### config.mk
export PLATFORM = sky130hd
export DESIGN_NAME = iocs_decoder
export DESIGN_NICKNAME = d
export VERILOG_FILES = /design/src/rtl/iocs_pkg.sv /design/src/rtl/iocs_cfg_regs.sv /design/src/rtl/iocs_window_match.sv /design/src/rtl/iocs_cycle_qual.sv /design/src/rtl/iocs_decoder.sv
export SDC_FILE = /design/constraint.sdc
export NUM_CORES = 1
export LEC_CHECK = 0
export BUFFER_PORTS_ARGS = -buffer_cell sky130_fd_sc_hd__buf_2
export CAP_MARGIN = 10
export CORE_ASPECT_RATIO = 0.7
export CORE_MARGIN = 5
export CORE_UTILIZATION = 46
export DETAILED_ROUTE_END_ITERATION = 16
export GPL_ROUTABILITY_DRIVEN = 0
export PLACE_DENSITY = 0.72
export SETUP_SLACK_MARGIN = 0.4
export SYNTH_ARGS = -nofsm -noshare
export SYNTH_HDL_FRONTEND = slang
export SYNTH_SLANG_ARGS = --single-unit
### constraint.sdc
create_clock -name clk -period 1.1 [get_ports clk]
set_clock_uncertainty 0.2 [all_clocks]
set_input_delay 0.11 -clock clk [delete_from_list [all_inputs] [get_ports clk]]
set_output_delay 0.11 -clock clk [all_outputs]
set_load 0.05 [all_outputs]
### src/rtl/iocs_pkg.sv
// Package: shared field positions and helpers for the I/O chip-select decoder.
// Assumes an 8-bit control byte with the size field in its low bits.
package iocs_pkg;
    localparam int CTRL_W   = 8;
    localparam int EN_BIT   = 7;
    localparam int WR_BIT   = 6;
    localparam int RD_BIT   = 5;
    localparam int RANGE_W  = 5;

    // A size code is legal when it is a run of ones from bit 0 (2^k - 1).
    function automatic logic range_legal(input logic [RANGE_W-1:0] code);
        logic [RANGE_W-1:0] nxt;
        nxt = code + 1'b1;
        return (code & nxt) == '0;
    endfunction
endpackage

### src/rtl/iocs_cfg_regs.sv
// Module: configuration register file. It holds the base address as byte
// lanes and the control byte, with byte writes and combinational read-back.
// Assumes ADDR_W is a multiple of 8 and that CFG_AW can index every byte
// lane plus the control byte.
module iocs_cfg_regs
    import iocs_pkg::*;
#(
    parameter int ADDR_W = 16,
    parameter int CFG_AW = 2
) (
    input  logic              clk,
    input  logic              rst_n,
    input  logic              cfg_wr_en,
    input  logic [CFG_AW-1:0] cfg_addr,
    input  logic [7:0]        cfg_wdata,
    output logic [7:0]        cfg_rdata,
    output logic [ADDR_W-1:0] base_o,
    output logic [CTRL_W-1:0] ctrl_o
);
    localparam int ADDR_BYTES = ADDR_W / 8;
    localparam int CTRL_IDX   = ADDR_BYTES;

    logic [ADDR_W-1:0] base_q;
    logic [CTRL_W-1:0] ctrl_q;

    genvar g;
    generate
        for (g = 0; g < ADDR_BYTES; g++) begin : g_base_lane
            // Purpose: load one byte lane of the base address.
            always_ff @(posedge clk) begin
                if (!rst_n) begin
                    base_q[g*8 +: 8] <= 8'h00;
                end else if (cfg_wr_en && cfg_addr == CFG_AW'(g)) begin
                    base_q[g*8 +: 8] <= cfg_wdata;
                end
            end
        end
    endgenerate

    // Purpose: load the control byte.
    always_ff @(posedge clk) begin
        if (!rst_n) begin
            ctrl_q <= '0;
        end else if (cfg_wr_en && cfg_addr == CFG_AW'(CTRL_IDX)) begin
            ctrl_q <= cfg_wdata;
        end
    end

    // Purpose: select the register shown on the read-back port.
    always_comb begin
        cfg_rdata = 8'h00;
        for (int i = 0; i < ADDR_BYTES; i++) begin
            if (cfg_addr == CFG_AW'(i)) cfg_rdata = base_q[i*8 +: 8];
        end
        if (cfg_addr == CFG_AW'(CTRL_IDX)) cfg_rdata = ctrl_q;
    end

    assign base_o = base_q;
    assign ctrl_o = ctrl_q;
endmodule

### src/rtl/iocs_window_match.sv
// Module: window comparator. It turns the size code into an address mask
// and compares the unmasked address bits against the base. It also flags
// whether the size code is legal. Assumes RANGE_W <= ADDR_W.
module iocs_window_match
    import iocs_pkg::*;
#(
    parameter int ADDR_W = 16
) (
    input  logic [ADDR_W-1:0]  io_addr,
    input  logic [ADDR_W-1:0]  base,
    input  logic [RANGE_W-1:0] range_code,
    output logic               hit,
    output logic               legal
);
    logic [ADDR_W-1:0] ignore_mask;
    logic [ADDR_W-1:0] diff;

    // Purpose: widen the size code into a mask of ignored low bits.
    assign ignore_mask = {{(ADDR_W-RANGE_W){1'b0}}, range_code};
    // Purpose: find differing bits and keep only the ones that are compared.
    assign diff  = (io_addr ^ base) & ~ignore_mask;
    assign hit   = (diff == '0);
    assign legal = range_legal(range_code);
endmodule

### src/rtl/iocs_cycle_qual.sv
// Module: cycle qualifier. It combines the window hit, the legal-size flag,
// the master enable and the per-direction enables into the active-low
// select. Assumes the strobes are active high. The output is combinational.
module iocs_cycle_qual (
    input  logic hit,
    input  logic legal,
    input  logic dec_en,
    input  logic rd_en,
    input  logic wr_en,
    input  logic io_rd,
    input  logic io_wr,
    output logic cs_n
);
    logic kind_ok;

    // Purpose: a cycle type counts only when its own enable is set.
    assign kind_ok = (io_rd && rd_en) || (io_wr && wr_en);
    // Purpose: drive the select low only for a fully qualified hit.
    assign cs_n    = !(dec_en && legal && hit && kind_ok);
endmodule

### src/rtl/iocs_decoder.sv
// Module: top of the programmable I/O chip-select decoder. It wires the
// configuration registers, the window comparator and the cycle qualifier.
// Assumes one decode window and a single clock for the configuration side.
module iocs_decoder
    import iocs_pkg::*;
#(
    parameter int ADDR_W = 16,
    parameter int CFG_AW = 2
) (
    input  logic              clk,
    input  logic              rst_n,
    input  logic              cfg_wr_en,
    input  logic [CFG_AW-1:0] cfg_addr,
    input  logic [7:0]        cfg_wdata,
    output logic [7:0]        cfg_rdata,
    input  logic [ADDR_W-1:0] io_addr,
    input  logic              io_rd,
    input  logic              io_wr,
    output logic              io_cs_n
);
    logic [ADDR_W-1:0] base_q;
    logic [CTRL_W-1:0] ctrl_q;
    logic              win_hit;
    logic              win_legal;

    iocs_cfg_regs #(.ADDR_W(ADDR_W), .CFG_AW(CFG_AW)) u_regs (
        .clk       (clk),
        .rst_n     (rst_n),
        .cfg_wr_en (cfg_wr_en),
        .cfg_addr  (cfg_addr),
        .cfg_wdata (cfg_wdata),
        .cfg_rdata (cfg_rdata),
        .base_o    (base_q),
        .ctrl_o    (ctrl_q)
    );

    iocs_window_match #(.ADDR_W(ADDR_W)) u_match (
        .io_addr    (io_addr),
        .base       (base_q),
        .range_code (ctrl_q[RANGE_W-1:0]),
        .hit        (win_hit),
        .legal      (win_legal)
    );

    iocs_cycle_qual u_qual (
        .hit    (win_hit),
        .legal  (win_legal),
        .dec_en (ctrl_q[EN_BIT]),
        .rd_en  (ctrl_q[RD_BIT]),
        .wr_en  (ctrl_q[WR_BIT]),
        .io_rd  (io_rd),
        .io_wr  (io_wr),
        .cs_n   (io_cs_n)
    );
endmodule

[After elaboration in Yosys (flattened, before gate mapping)]
Index checks and enable logic that the tools add are counted.
Cells by class
  $add $sub $neg: 1
  eq/ne operators: 2
  multiplexer cells: 3
  bitwise logic cells: 4
  reductions and logical operators: 13
Operator list (number)
  8-bit two-way mux: 3
  16-bit bitwise AND: 1
  16-bit logical NOT: 1
  5-bit inverter with 16-bit output: 1
  16-bit bitwise XOR: 1
  1-bit logical AND: 8
  5-bit by 1-bit adder with 5-bit output (second input constant): 1
  5-bit bitwise AND: 1
  5-bit logical NOT: 1
  2-bit by 1-bit equality test with 1-bit output (second input constant): 1
  2-bit equality test (second input constant): 1
  2-bit logical NOT: 1
  1-bit logical NOT: 1
  1-bit logical OR: 1
Word-level totals
  bits in registers: 24
  input port bits: 31

[Depth between registers and ports, before layout]
Gate-level depths: netlist of the first run.
  word-level depth: 7
  depth in mapped cells: 5
  gate-level depth less buffers: 4

[Modules after synthesis]
Synthesis of the first run repeated with hierarchy kept, for this count alone.
Unflattened totals
  cells, all modules: 138
  area total of the unflattened synthesis: 1320.0 µm²
By module, submodules not included
  iocs_cfg_regs: instances 1, cells each 109, area each 1084.8 µm², seq. area each 480.5 µm²
  iocs_window_match: instances 1, cells each 27, area each 220.2 µm², seq. area each 0.0 µm²
  iocs_cycle_qual: instances 1, cells each 2, area each 15.0 µm², seq. area each 0.0 µm²

[Worst setup path after synthesis of the first run]
OpenSTA, ideal clock, no wires.
  path kind: flip-flop to output port
  start point: reg u_regs.ctrl_q[1] (netlist: u_regs.ctrl_o[1])
  end point: out cfg_rdata[1]
  arrival time: 1.527 ns
  data required time: 0.790 ns
  path slack: -0.737 ns
  cell stages (with the launch flop): 3
  path buffers: 0
  path through: dfxtp_1 -> mux2i_1 -> o21ai_0
On the way
  word-level cells in the longest chain between the ends: 1
Ends and longest elaborated chain
  start, declared: RTL line iocs_cfg_regs.sv:24  | logic [CTRL_W-1:0] ctrl_q;
  start signal, assigned: RTL line iocs_cfg_regs.sv:45  | ctrl_q <= cfg_wdata;
  8-bit two-way mux: RTL line iocs_cfg_regs.sv:55  | if (cfg_addr == CFG_AW'(CTRL_IDX)) cfg_rdata = ctrl_q;
  end, declared: RTL line iocs_decoder.sv:15  | output logic [7:0] cfg_rdata,
No other way between the ends.

[Final worst setup path of the first run]
  start point: reg u_regs.base_q[7] (netlist: u_regs.base_o[7])
  end point: out io_cs_n
On the way
  word-level cells in the longest chain between the ends: 6
Ends and longest elaborated chain
  start, declared: RTL line iocs_cfg_regs.sv:23  | logic [ADDR_W-1:0] base_q;
  start signal, assigned by index: RTL line iocs_cfg_regs.sv:34  | base_q[g*8 +: 8] <= cfg_wdata;
  16-bit bitwise XOR: RTL line iocs_window_match.sv:21  | assign diff = (io_addr ^ base) & ~ignore_mask;
  16-bit bitwise AND: RTL line iocs_window_match.sv:21
  16-bit logical NOT: RTL line iocs_window_match.sv:22  | assign hit = (diff == '0);
  1-bit logical AND (2 in a row): RTL line iocs_cycle_qual.sv:19  | assign cs_n = !(dec_en && legal && hit && kind_ok);
  1-bit logical NOT: RTL line iocs_cycle_qual.sv:19
  end, declared: RTL line iocs_decoder.sv:19  | output logic io_cs_n
No other way between the ends.

==> results of run 1 <==
## cell usage after synthesis
cell type,count
sky130_fd_sc_hd__a21boi_1,8
sky130_fd_sc_hd__o21ai_0,9
sky130_fd_sc_hd__o2111a_1,1
sky130_fd_sc_hd__mux2i_1,24
sky130_fd_sc_hd__nor2b_1,17
sky130_fd_sc_hd__dfxtp_1,24
sky130_fd_sc_hd__nand3b_1,1
sky130_fd_sc_hd__nor2_1,3
sky130_fd_sc_hd__nand4_1,2
sky130_fd_sc_hd__buf_6,3
sky130_fd_sc_hd__xnor2_1,9
sky130_fd_sc_hd__a21oi_1,1
sky130_fd_sc_hd__nor3b_2,1
sky130_fd_sc_hd__buf_4,2
sky130_fd_sc_hd__nor4_1,2
sky130_fd_sc_hd__o22ai_1,2
sky130_fd_sc_hd__clkbuf_1,2
sky130_fd_sc_hd__a22oi_1,1
sky130_fd_sc_hd__xor2_1,7
sky130_fd_sc_hd__nand3_1,8
sky130_fd_sc_hd__nand2_1,18
sky130_fd_sc_hd__buf_2,2
## worst register-to-register path, stage by stage (launching register included)
cell,delay [ns]
sky130_fd_sc_hd__dfxtp_2,0.34
sky130_fd_sc_hd__buf_4,0.13
sky130_fd_sc_hd__buf_6,0.10
sky130_fd_sc_hd__buf_6,0.11
sky130_fd_sc_hd__mux2i_1,0.11
sky130_fd_sc_hd__nor2b_1,0.06
## worst max-delay path by stage
stage / end / slack, ns
4_1_cts: io_cs_n / -0.61
2_1_floorplan: io_cs_n / -0.43
6_report: io_cs_n / -0.63
3_3_place_gp: io_cs_n / -0.31
5_1_grt: io_cs_n / -0.75
3_5_place_dp: io_cs_n / -0.38
## cell families (layout without fill, tap and decap cells)
kind of cell	Yosys count	in the layout	synth area share, %
AO/OA/AOI/OAI	22	22	10.6
XOR/XNOR	16	16	10.5
buffers and inverters	9	79	4.95
flip-flops	24	24	35.9
multiplexers	24	24	17.9
AND/OR/NAND/NOR	52	52	20.2
## cell type report
cell class / instances / share of cell area (%)
Clock buffer: 3 / 1.83
Multi-Input combinational cell: 114 / 45.8
Sequential cell: 24 / 22.3
Tap cell: 36 / 1.99
Timing Repair Buffer: 76 / 28.1
## state kept, by name (all words and copies together), names as in the netlist
| register | count |
|---|---|
| u_regs.base_o | 16 |
| u_regs.ctrl_o | 8 |
## what timing repair did
action / in CTS / in global routing
hold endpoints to repair: 24 / 18
gates resized for setup: 56 / 13
setup buffers: 2 / 1
pin swaps: 7 / 1
endpoints found under the setup margin: 33 / 33
## layer usage
| layer | vias to the layer above | GRT usage (%) | share of wire [%] |
|---|---|---|---|
| li1 | 649 | - | - |
| met1 | 665 | 28.0 | 41 |
| met2 | 43 | 42.6 | 50 |
| met3 | 13 | 5.60 | 5.7 |
| met4 | 0 | 10.9 | 2.9 |
| met5 | - | 0 | 0 |
## per-stage QoR
| step | setup WS, ns | area (um^2) |
|---|---|---|
| 3_3_place_gp | -0.308 | 1910 |
| 5_1_grt | -0.748 | 2260 |
| 3_5_place_dp | -0.383 | 1910 |
| 4_1_cts | -0.612 | 2190 |
| 6_report | -0.630 | 2260 |
| 2_1_floorplan | -0.431 | 1510 |
## report_power, final
group	leakage, nW	switching [mW]	internal, mW
clock	0.0216	0.299	0.246
combinational	0.692	0.261	0.273
sequential	0.203	0.0278	0.902
==> reports/summary.md, run 1 <==
* -0.0956 ns — Post-Route Hold Slack
* 0 — number of antenna violations at the first check in global routing
* 157% — fraction of the cycle the final worst path needs
* sky130_fd_sc_hd__buf_2, sky130_fd_sc_hd__buf_6, sky130_fd_sc_hd__dfxtp_2, sky130_fd_sc_hd__nand2_1, sky130_fd_sc_hd__buf_4 — most used cells in the layout excluding fill and tap cells
* 0 — Max Cap Violations
* 0.00411 mm^2 — floorplan die area
* 0.09 ns — clock transition at the registers of the reported paths
* 1.42 ns — worst path arrival time
* -3.60 ns — Post-Route Setup TNS
* 25 — maximum number of pins on one net before global-route repair
* 55.1 um — die boundary height
* 0.917 nW — static power due to leakage
* sky130_fd_sc_hd__dfxtp_2 — Slowest-stage cell, CP
* 178 — Net Count, Synth
* 2.01 mW — post-layout power
* u_regs.base_o[7] — Setup crit start
* xnor2_1, nand4_1, nor4_2, nand4_1, buf_6 — worst-path cell chain
* 4 — Initial DRT Pass Iterations
* 1,446 — vias in the first global route
* 1 — H-Tree Depth
* input pin to flop — worst min-delay path class
* yes — setup repair after global routing missed its margin
* 10 — number of setup violations in the final report
* u_regs.base_o[12] — Hold Path End
* 5 — total number of cells along the worst setup path
* 0 — number of warnings reported in the yosys synthesis log
* 247 — number of placed instances with taps included
* 3 — Hold Path Stages
* sky130_fd_sc_hd__buf_2 — most common cell after layout, fill and taps aside
* 56.7% — fraction of final layout cells sized beyond drive strength 1
* simple AND/OR/NAND/NOR gates — family of cells with the greatest summed delay on the critical path
* 5.42 — vias per cell
* negative hold slack, negative setup slack — failing checks
* flop to primary output — kind of critical path
* 5 — number of cells traversed by the worst register-to-register path
* -0.630 ns — worst path setup slack after routing
* 2 — maximum number of buffers from clock root to sink
* 0 — grt ovf
* sky130_fd_sc_hd__clkbuf_8 — root buf cell
* 253 — non-filler cells, final
* 47.8% — starting utilization of the core area
* 3 — CTS Buf Count
* 2 — maximum fanout along the worst path
* 0.00103 mm^2 — footprint of the multi-input gates
* built — TritonCTS clock tree
* 35.9% — fraction of post-synthesis cell area in the top cell type by area
* u_regs.base_o[7] — launch point of the worst reg-to-reg path
* 503 um^2 — footprint of the flip-flops and latches
* 22 — Netlist cell types
* flop — startpoint types
* 1,370 — number of vias in the routed layout
* -0.05 ns — worst reg2reg setup slack
* complete, but fails checks — status
* 7.20 mm — first-pass GRT wire length
* 16 — row count
* 80.6% — share of the core filled with cells
* 168 — number of filler instances in the final layout
* 52 — initial drt markers
* sky130_fd_sc_hd__dfxtp_1 — library cell occupying the most area in the post-synthesis netlist
* 0.00134 mm^2 — post-synthesis cell area
* 0 — post-detailed-route count of antenna-violating nets
* 0 — # DRC
* 0.27 ns — clock latency on the worst-skew pair
* 9.11 um^2 — Avg Synthesized Cell Area
* 76.4% — worst relative slew slack
* 147 — number of cells produced by synthesis
* 24.0% — combined global-route utilization of all metal layers
* 40 — Top-Level Pins
* 0 — number of diodes
* u_regs.base_o[7] — endpoint of the worst register-to-register path
* 893 uV — maximum vdd ir drop
* 17.5 um — routed length per instance
* 2.98 mm — final HPWL from detailed placement
* 4.43 mm — total length of routed wires
* 35.9% — sequential share of the synthesized area
* 578 MHz — achievable frequency
* 22 — final count of hold timing violations
* 39 — count of buffers inserted at the top-level ports
* 0.79 ns — required time at the worst-slack endpoint
* 1.73 ns — final critical-path required period
* 0 — number of pins with negative max-slew slack in the final report
* 24 — #FFs+latches synth
* 24 — clock sinks
* 890 mW/mm^2 — ratio of total power to cell area
* 68.7% — Synth-to-Final Area Change
* 74.5 um — Die Width
* 0.34 ns — delay contributed by the slowest stage of the critical path
* 0.353 ns — slew of the pin with the lowest slew margin
* primary output — element type at the critical path end
* sky130_fd_sc_hd__dfxtp_1, sky130_fd_sc_hd__mux2i_1, sky130_fd_sc_hd__nor2b_1 — most area-consuming cells after synthesis
* 250 — nets
* 0.00280 mm^2 — area of the placeable core
* 1 — sum of buffers and inverters on the critical path
* cfg_wdata[4] — HP Start
* sky130_fd_sc_hd__nand4_1 — most prevalent standard cell on the critical path
Power figures use the tool's default switching activity.
==> run 2, diff against run 1 <==
ABC_AREA = 1   (was not set)
==> run 2 against run 1 <==
Against the previous run:
- the run still ends with negative hold slack, negative setup slack left
- combinational power is 21% higher
- clock-buffer cell count unchanged
- non-clock buffer count down 3
- synthesized cell count is 49% higher
- clock power decreased by 4.6%
- die area rose by 3.7%
- cell area rose by 3.7%
- core utilization increased by 1.2 points
- flip-flop and latch count unchanged
- power is 5.4% higher
- global-route usage down 2.4 points
- setup slack gained 0.040 ns
- critical path type unchanged
==> reports/summary.md, run 2 <==
* 67.6% — Synth-to-Final Area Change
* 0.349 ns — slew of the pin with the lowest slew margin, -0.00415 ns
* input pin to flop — worst min-delay path class
* primary output — element type at the critical path end
* yes — setup repair after global routing missed its margin
* 0.26 ns — clock latency on the worst-skew pair, about the same
* 0.00140 mm^2 — post-synthesis cell area, +4.4%
* flop to primary output — kind of critical path
* sky130_fd_sc_hd__nand2_1, sky130_fd_sc_hd__buf_6, sky130_fd_sc_hd__buf_2, sky130_fd_sc_hd__dfxtp_2, sky130_fd_sc_hd__a21oi_2 — most used cells in the layout excluding fill and tap cells
* 24 — #FFs+latches synth, unchanged
* 16 — maximum number of pins on one net before global-route repair, -36%
* 40 — Top-Level Pins, unchanged
* 56.1 um — die boundary height, +1.8%
* 0.79 ns — required time at the worst-slack endpoint, about the same
* built — TritonCTS clock tree
* 0 — number of antenna violations at the first check in global routing, unchanged
* 198 — number of filler instances in the final layout, +18%
* sky130_fd_sc_hd__nand2_1, sky130_fd_sc_hd__inv_1, sky130_fd_sc_hd__a21oi_1 — most numerous cell types in the synthesized netlist
* 685 uV — maximum vdd ir drop, -23%
* 0.00426 mm^2 — floorplan die area, +3.7%
* 324 — non-filler cells, final, +28%
* 0 — Max Cap Violations, unchanged
* negative hold slack, negative setup slack — failing checks
* 0 — number of enable-type register cells in the synthesized netlist, unchanged
* 0.00286 mm^2 — area of the placeable core, +2.1%
* 592 MHz — achievable frequency, +2.4%
* 39 — count of buffers inserted at the top-level ports, unchanged
* sky130_fd_sc_hd__nand2_1 — most common cell after layout, fill and taps aside
* 81.8% — share of the core filled with cells, +1.2 points
* 512 um^2 — footprint of the flip-flops and latches, +1.7%
* 904 mW/mm^2 — ratio of total power to cell area, +1.6%
* 7.08 mm — first-pass GRT wire length, -1.6%
* 3 — maximum fanout along the worst path, +1
* 21 — Netlist cell types, -4.5%
* 0.08 ns — clock transition at the registers of the reported paths, about the same
* 0 — number of warnings reported in the yosys synthesis log, unchanged
* 1.01 nW — static power due to leakage, +10%
* 1.69 ns — final critical-path required period, -0.0405 ns
* 59.0% — fraction of final layout cells sized beyond drive strength 1, +2.3 points
* 23 — final count of hold timing violations, +4.5%
* 3 — CTS Buf Count, unchanged
* sky130_fd_sc_hd__dfxtp_1 — commonest register cell after synthesis
* sky130_fd_sc_hd__nand2_1 — leading cell type by number of instances after synthesis
* 108 — initial drt markers, +110%
* 2 — maximum number of buffers from clock root to sink, unchanged
* 1,650 — number of vias in the routed layout, +20%
* 21.6% — combined global-route utilization of all metal layers, -2.4 points
* 946 um^2 — footprint of the multi-input gates, -8.6%
* 9 — number of setup violations in the final report, -1
* 0 — number of diodes, unchanged
* 0 — post-detailed-route count of antenna-violating nets, unchanged
* 76.7% — worst relative slew slack, +0.25 points
* 0 — number of pins with negative max-slew slack in the final report, unchanged
* flop — startpoint types
* 2.83 mm — final HPWL from detailed placement, -5.0%
* sky130_fd_sc_hd__dfxtp_1, sky130_fd_sc_hd__nand2_1, sky130_fd_sc_hd__inv_1 — most area-consuming cells after synthesis
* 0 — # DRC, unchanged
* 24 — clock sinks, unchanged
* sky130_fd_sc_hd__clkbuf_8 — root buf cell
* 6.38 um^2 — Avg Synthesized Cell Area, -30%
* 1,509 — vias in the first global route, +4.4%
* 16 — row count, unchanged
* 48.8% — starting utilization of the core area, +1.1 points
* 0 — grt ovf, unchanged
* complete, but fails checks — status
* 5.09 — vias per cell, -6.0%
* sky130_fd_sc_hd__dfxtp_1 — library cell occupying the most area in the post-synthesis netlist
* 4 — Initial DRT Pass Iterations, unchanged
* 0% — proportion of synthesized flip-flops having asynchronous set or reset, unchanged
* 4.58 mm — total length of routed wires, +3.3%
* 75.9 um — Die Width, +1.9%
* 219 — number of cells produced by synthesis, +49%
* -0.589 ns — worst path setup slack after routing, +0.0405 ns
* 154% — fraction of the cycle the final worst path needs, -3.7 points
* 250 — Net Count, Synth, +40%
* 16 — Largest register FFs, unchanged
* 321 — nets, +28%
* 1 — H-Tree Depth, unchanged
* 1.38 ns — worst path arrival time, -0.04 ns
* 316 — number of placed instances with taps included, +28%
* 14.1 um — routed length per instance, -19%
* 2.12 mW — post-layout power, +5.4%
* 34.4% — fraction of post-synthesis cell area in the top cell type by area, -1.5 points
* -0.0614 ns — Post-Route Hold Slack, +0.0342 ns
* 34.4% — sequential share of the synthesized area, -1.5 points
==> run 2: cell count changes in the layout (fill, tap and decap cells not counted), moves of 8 or more <==
cell,change
sky130_fd_sc_hd__mux2i_4,-8
sky130_fd_sc_hd__a21boi_1,-8
sky130_fd_sc_hd__o21ai_2,+11
sky130_fd_sc_hd__nor2b_1,-15
sky130_fd_sc_hd__mux2i_1,-13
sky130_fd_sc_hd__xnor2_1,-8
sky130_fd_sc_hd__a21oi_2,+21
sky130_fd_sc_hd__nand2_1,+43
sky130_fd_sc_hd__inv_1,+17
sky130_fd_sc_hd__inv_2,+15
sky130_fd_sc_hd__o211ai_1,+8
==> run 2: power by group <==
part	internal, mW	total (mW)	leakage (nW)	switching [mW]
Combinational	0.291	0.647	0.783	0.356
Clock	0.245	0.520	0.0216	0.275
Sequential	0.916	0.950	0.206	0.0340
Total	1.45	2.12	1.01	0.665
==> run 2: path summary, 6_finish.rpt <==
kind | start | depth (start not counted) | slack [ns] | end
max | u_regs.ctrl_o[1] | 8 | -0.59 | io_cs_n
min | rst_n | 3 | -0.06 | u_regs.base_o[15]
max reg2reg | u_regs.base_o[7] | 4 | 0.14 | u_regs.base_o[7]
min reg2reg | u_regs.ctrl_o[2] | 2 | 0.29 | u_regs.ctrl_o[2]
==> run 2: through the flow <==
step	setup TNS [ns]	setup WS [ns]	cell area, um^2	hold slack, ns
CTS	-3.43	-0.552	2240	-0.0858
global placement	-3.27	-0.306	1900	0.211
detailed placement	-3.62	-0.316	1900	0.213
finish	-3.39	-0.589	2340	-0.0614
global route	-3.83	-0.683	2340	-0.0570
floorplan	-2.91	-0.346	1500	0.0722
==> run 2: kinds of logic (layout without fill, tap and decap cells) <==
logic type / after synthesis / count (layout) / share of synthesized area [%]
simple gates: 94 / 95 / 27.8
compound gates: 55 / 55 / 21.4
buf+inv: 44 / 112 / 15.1
flops: 24 / 24 / 34.4
xor+xnor: 2 / 2 / 1.25
==> run 2: layout make-up <==
type                       instances  area share (%)
inverter                          36            6.62
clock buffer                       3            1.76
sequential                        24            21.8
tap                               36            1.92
timing repair buffer              73            27.5
multi-input combinational        152            40.4
==> run 2: worst max-delay path: stages, from the launching register on <==
cell and delay, ns:
sky130_fd_sc_hd__dfxtp_2 0.34, sky130_fd_sc_hd__buf_4 0.14, sky130_fd_sc_hd__nand2_1 0.06, sky130_fd_sc_hd__nand3_1 0.06, sky130_fd_sc_hd__nor2_1 0.10, sky130_fd_sc_hd__nand2_1 0.09
sky130_fd_sc_hd__nor2_2 0.12, sky130_fd_sc_hd__nand2_2 0.07, sky130_fd_sc_hd__buf_6 0.15
==> run 2: what timing repair did <==
action                                 4_1_cts  5_1_grt
gates resized for setup                     95       21
endpoints found under the hold margin       24       20
setup endpoints to repair                   33       33
pin swaps                                   13       13
cloned                                       1        0
setup buffers                                2        2
==> run 2: routing by layer <==
layer  wire length [um]  track usage, %  up-vias
met3                391            4.33        8
met2               2210            34.8       72
met5                  0               0        -
li1                   -               -      842
met4                 49            3.24        0
met1               1920            30.1      728
